==> config.mk <==
export PLATFORM = sky130hd
export DESIGN_NAME = error_accum
export DESIGN_NICKNAME = d
export VERILOG_FILES = /design/src/rtl/ddrchk_pkg.sv /design/src/rtl/error_accum.sv
export SDC_FILE = /design/constraint.sdc
export NUM_CORES = 1
export LEC_CHECK = 0
export BUFFER_PORTS_ARGS = -buffer_cell sky130_fd_sc_hd__buf_2
export CAP_MARGIN = 40
export CORE_MARGIN = 1.5
export CORE_UTILIZATION = 25
export CTS_BUF_LIST = sky130_fd_sc_hd__clkbuf_16
export CTS_CLUSTER_DIAMETER = 60
export DETAILED_ROUTE_END_ITERATION = 8
export GPL_ROUTABILITY_DRIVEN = 0
export HOLD_SLACK_MARGIN = 0.15
export PLACE_DENSITY = 0.51
export SLEW_MARGIN = 25
export SYNTH_ARGS = -nofsm -noshare
export SYNTH_HDL_FRONTEND = slang
export SYNTH_SLANG_ARGS = --single-unit
==> constraint.sdc <==
create_clock -name clk -period 0.8 [get_ports clk]
set_input_delay 0.12 -clock clk [delete_from_list [all_inputs] [get_ports clk]]
set_output_delay 0.12 -clock clk [all_outputs]
set_load 0.01 [all_outputs]
==> src/rtl/ddrchk_pkg.sv <==
package ddrchk_pkg;

    typedef enum logic {
        MKR_STROBE = 1'b0,
        MKR_SYNC   = 1'b1
    } marker_sel_e;

    typedef struct packed {
        logic en_prev;
        logic armed;
        logic phase;
    } seq_state_t;

    localparam int unsigned LANES      = 2;
    localparam int unsigned EDGES      = 2;
    localparam int unsigned HALVES     = 2;
    localparam int unsigned KEY_WORDS  = LANES * EDGES * HALVES;

    // Key index for a lane, frame half and data edge.
    function automatic int unsigned key_index(input int unsigned lane,
                                              input int unsigned half,
                                              input int unsigned edge_sel);
        return lane * EDGES + half * (LANES * EDGES) + edge_sel;
    endfunction

endpackage

==> src/rtl/error_accum.sv <==
module error_accum
    import ddrchk_pkg::*;
#(
    parameter int unsigned WORD_W = 16
) (
    input  logic                         clk,
    input  logic                         rst_n,
    input  logic                         wipe,
    input  logic                         cmp_valid,
    input  logic [LANES-1:0][WORD_W-1:0] lane_err,
    output logic [WORD_W-1:0]            mask,
    output logic                         alarm
);

    typedef struct packed {
        logic [WORD_W-1:0] mask;
        logic              alarm;
    } acc_t;

    acc_t              acc_d, acc_q;
    logic [WORD_W-1:0] folded;

    always_comb begin
        folded = '0;
        for (int l = 0; l < LANES; l++) folded |= lane_err[l];
        acc_d = acc_q;
        if (wipe) begin
            acc_d = '0;
        end else if (cmp_valid) begin
            acc_d.mask  = acc_q.mask | folded;
            acc_d.alarm = acc_q.alarm | (|folded);
        end
    end

    always_ff @(posedge clk or negedge rst_n) begin
        if (!rst_n) acc_q <= '0;
        else        acc_q <= acc_d;
    end

    assign mask  = acc_q.mask;
    assign alarm = acc_q.alarm;


    sticky_mask_chk: assert property (@(posedge clk) disable iff (!rst_n)
        !wipe |=> ((acc_q.mask & $past(acc_q.mask)) == $past(acc_q.mask)));


    alarm_has_cause_chk: assert property (@(posedge clk) disable iff (!rst_n)
        acc_q.alarm |-> (|acc_q.mask));


    idle_hold_chk: assert property (@(posedge clk) disable iff (!rst_n)
        (!cmp_valid && !wipe) |=> $stable(acc_q));


    wipe_zero_chk: assert property (@(posedge clk) disable iff (!rst_n)
        wipe |=> (acc_q == '0));

endmodule

== Word level (Yosys, flattened, before mapping) ==
Index checks and enable logic that the tools add are counted.

* Register bits: 17
* Bits of input ports: 36
* Output and inout port bits: 17
* Logic and storage cells: 9

* Muxes and demuxes: 2
* Bitwise logic cells: 3
* Reduce and logical (&&, ||, !) cells: 2

{| class="wikitable"
|+ Operators by type and width
! kind !! count
|-
| 17-bit two-way mux || 2
|-
| 16-bit OR || 2
|-
| 16-bit OR reduction || 1
|-
| 2-bit nonzero test || 1
|-
| 1-bit OR || 1
|}

== Depth between registers and ports, before layout ==
* Depth after elaboration: 5
* Gate-level depth with buffers: 4
* Depth with buffers taken out: 4

== Least setup slack after synthesis ==
Ideal clock, no wire load.

* Path type: input to register
* Start: input port lane_err[29] in the netlist's numbering
* End: register acc_q, in the netlist alarm
* Setup time: 0.132 ns
* Arrival time: 0.741 ns
* Required time: 0.668 ns
* Path slack: -0.073 ns
* Stages on the path: 4
* Path buffers: 0
* Cells stage by stage: nor4_1 > nand2_1 > o31ai_1 > a21oi_1

* Word-level cells in the longest chain between the ends: 5

{| class="wikitable"
|+ RTL lines
! item !! line !! RTL
|-
| from (decl) || error_accum.sv:10 || <nowiki>input logic [LANES-1:0][WORD_W-1:0] lane_err,</nowiki>
|-
| 16-bit OR || error_accum.sv:25 || <nowiki>for (int l = 0; l < LANES; l++) folded |= lane_err[l];</nowiki>
|-
| 16-bit OR reduction || error_accum.sv:31 || <nowiki>acc_d.alarm = acc_q.alarm | (|folded);</nowiki>
|-
| 1-bit OR || error_accum.sv:31 ||
|-
| 17-bit two-way mux || error_accum.sv:29 || <nowiki>end else if (cmp_valid) begin</nowiki>
|-
| 17-bit two-way mux || error_accum.sv:27 || <nowiki>if (wipe) begin</nowiki>
|-
| to (signal assigned) || error_accum.sv:36 || <nowiki>if (!rst_n) acc_q <= '0;</nowiki>
|-
| to (signal assigned) || error_accum.sv:37 || <nowiki>else acc_q <= acc_d;</nowiki>
|-
| to (decl) || error_accum.sv:20 || <nowiki>acc_t acc_d, acc_q;</nowiki>
|}

No other way between the ends. The select of a mux whose other input is x is not followed.
A chain may end at the register's enable or synchronous reset.

== Final worst setup path ==
* Start: register acc_q, in the netlist alarm
* End: output port alarm

{| class="wikitable"
|+ RTL lines
! item !! line !! RTL
|-
| to (decl) || error_accum.sv:12 || <nowiki>output logic alarm</nowiki>
|}

No word-level cell between the ends.

==> results.cfg <==
[floorplan]
start_util = 0.2698
core_sq_um = 2829
dieArea_sq_um = 3394
core.rowCount = 19
chipHeight_um = 58.26
fp.dieW_um = 58.26
ios = 53

[placement]
place_ws_ps = -338.2
place_hpwl_mm = 1.536
dp_cells = 162
portBuffers = 52

[worst_setup_path]
path_class = reg -> out
cp_num_buf_inv = 1
crit_chain = buf_2
crit_path_start_kind = flip-flop
worst_path_max_delay_cell = dfrtp_1
arrival_ps = 760
crit_required_ps = 680
slowest_delay_ps = 380
critPathTopFamily = flip-flops
cp-end-kind = output pin
critPathMaxFanout = 2

[timing]
fin_crit_ps = 884.3
timing.fmax_mhz = 1131
hold_viol = 0
rsz0062_at_grt = yes
setup_ws_ps = -84.32
worst_pin_slew_ps = 389.2
hold_ws_ps = 195.4
slew_viol_final = 0
setup_violations = 18
slew_headroom = 0.7405
skew_ps = 0
fin_crit_sh = 1.105

[job]
drv_cap = 0

[status]
outcome = complete, but fails checks
violations = DRC, setup timing

[yosys]
synth_top_area_frac = 0.5574
synthCells = 82
synth.largest_area_cell = dfrtp_1
synth_cell_types = 11
ys_seq_elements = 17
synth_area_leaders = dfrtp_1, a21oi_1, o21ai_0, inv_1, nor4_2
syn_nets = 118
synth.avg_cell_area_sq_um = 9.308
synth_area_sq_um = 763.2
seq_area_frac_synth = 0.5574
synth.yosys.warnings = 0

[routing]
first_iter_violations = 33
drtPass1Iterations = 7
wire_per_inst_um = 11.82
wirelength_mm = 2.022
avgViaCountPerCell = 4.678
drc = 7
vias = 800
ant_nets = 0

[cells_and_area]
post-route-util = 0.4370
areaGrowthSynthToFinish_pct = 61.97
drive_gt1_frac = 0.4643
nNetsFinal = 177
layoutNonFillerInstCount = 171
regArea_sq_um = 425.4
fill_cells = 287
diodes = 0
multiInputGateArea_sq_um = 281.5
final_common_cell = buf_2
final_cell_mix = buf_2, inv_1, a21oi_1, dfrtp_1, o21ai_0

[power_and_ir_drop]
p_sw_frac = 0.2292
seq_power_share = 0.413
p_leak_nw = 0.6227
p_int_w = 0.001783
combinationalPowerShare = 0.171
netSwitchingPower_w = 0.0005301
power_density_nw_per_um2 = 1871
p_clk_frac = 0.416
ir_drop_uv = 707.4

[global_routing]
antenna_found_initial = 0
grtUsageTotal = 0.1240
grt_pass1_vias = 732
grt_pass1_wl_mm = 3.139
overflow = 0
grt_max_degree = 18

[min_path]
hold_class = in -> reg

[clock_tree]
cts_root_buffer = clkbuf_16
cts-buffers-inserted = 3
clockBufferDepth = 2
tritoncts = done
cts_sinks = 17
htreeDepth = 1
clk_pin_slew_ps = 50
clk_latency_ps = 240
-- metrics by stage --
step                      TNS, ps  cell area, sq um  total power [W]
after detailed placement   -338.2              1050         0.001312
after CTS                   -1435              1200         0.002346
after floorplan            -72.80             763.2         0.001099
after global routing        -1857              1236         0.002457
after global placement     -328.8              1050         0.001306
final                       -1226              1236         0.002313
-- kinds of logic (layout without fill, tap and decap cells) --
kind of cell | after synthesis | after routing | share of synthesized area
AOI/OAI and AO/OA | 34 | 34 | 0.2262
buffers and inverters | 20 | 78 | 0.1000
DFF | 17 | 17 | 0.5574
and+or+nand+nor | 11 | 11 | 0.1164
-- routing by layer --
layer	vias up	part of all wire	global-route usage	wire (um)
li1	396	-	-	-
met1	354	0.46	0.1674	922
met2	48	0.41	0.1867	839
met3	2	0.12	0.03571	250
met4	0	0.0045	0.04983	9
met5	-	0	0	0
-- worst paths after layout --
| kind | end | depth (start not counted) | startpoint | slack [ps] |
|---|---|---|---|---|
| setup / recovery | alarm | 1 | alarm$_DFFE_PN0P_ | -80 |
| hold / removal | mask[4]$_DFFE_PN0P_ | 3 | lane_err[4] | 200 |
| max in group asynchronous | mask[9]$_DFFE_PN0P_ | 2 | rst_n | 180 |
| hold reg to reg | mask[7]$_DFFE_PN0P_ | 2 | mask[7]$_DFFE_PN0P_ | 510 |
| min in group asynchronous | mask[3]$_DFFE_PN0P_ | 2 | rst_n | 340 |
| setup reg to reg | mask[5]$_DFFE_PN0P_ | 3 | mask[5]$_DFFE_PN0P_ | 70 |
-- power by group through the flow --
stage	clock [W]	sequential, W	combinational (W)
after floorplan	0	0.00100	0.0000974
after global placement	0	0.000967	0.000340
after detailed placement	0	0.000969	0.000343
after CTS	0.00101	0.000955	0.000382
after global routing	0.00105	0.000963	0.000442
final	0.000962	0.000955	0.000395
-- cell usage after synthesis --
cell	number
a21oi_1	17
dfrtp_1	17
inv_1	17
o21ai_0	16
nor4_1	4
nor4_2	4
clkbuf_1	2
nand2_1	2
buf_2	1
nand4_1	1
o31ai_1	1
-- cell type report --
cell class,count,share of cell area
clock buffer,3,0.06073
clock inverter,1,0.003036
inverter,17,0.05162
multi-input combinational,45,0.2277
sequential,17,0.3441
tap,31,0.03138
timing repair buffer,57,0.2814
-- repair_timing --
item,CTS,global route
pin swaps,2,0
hold buffers,1,0
buffers inserted,2,2
endpoints found under the setup margin,18,18
hold endpoints to repair,17,0
gates resized for setup,7,4
-- flip-flops by register name (all words and copies together) (netlist names) --
name   count
alarm      1
mask      16
Note: power is estimated with default switching activity, not from simulation.
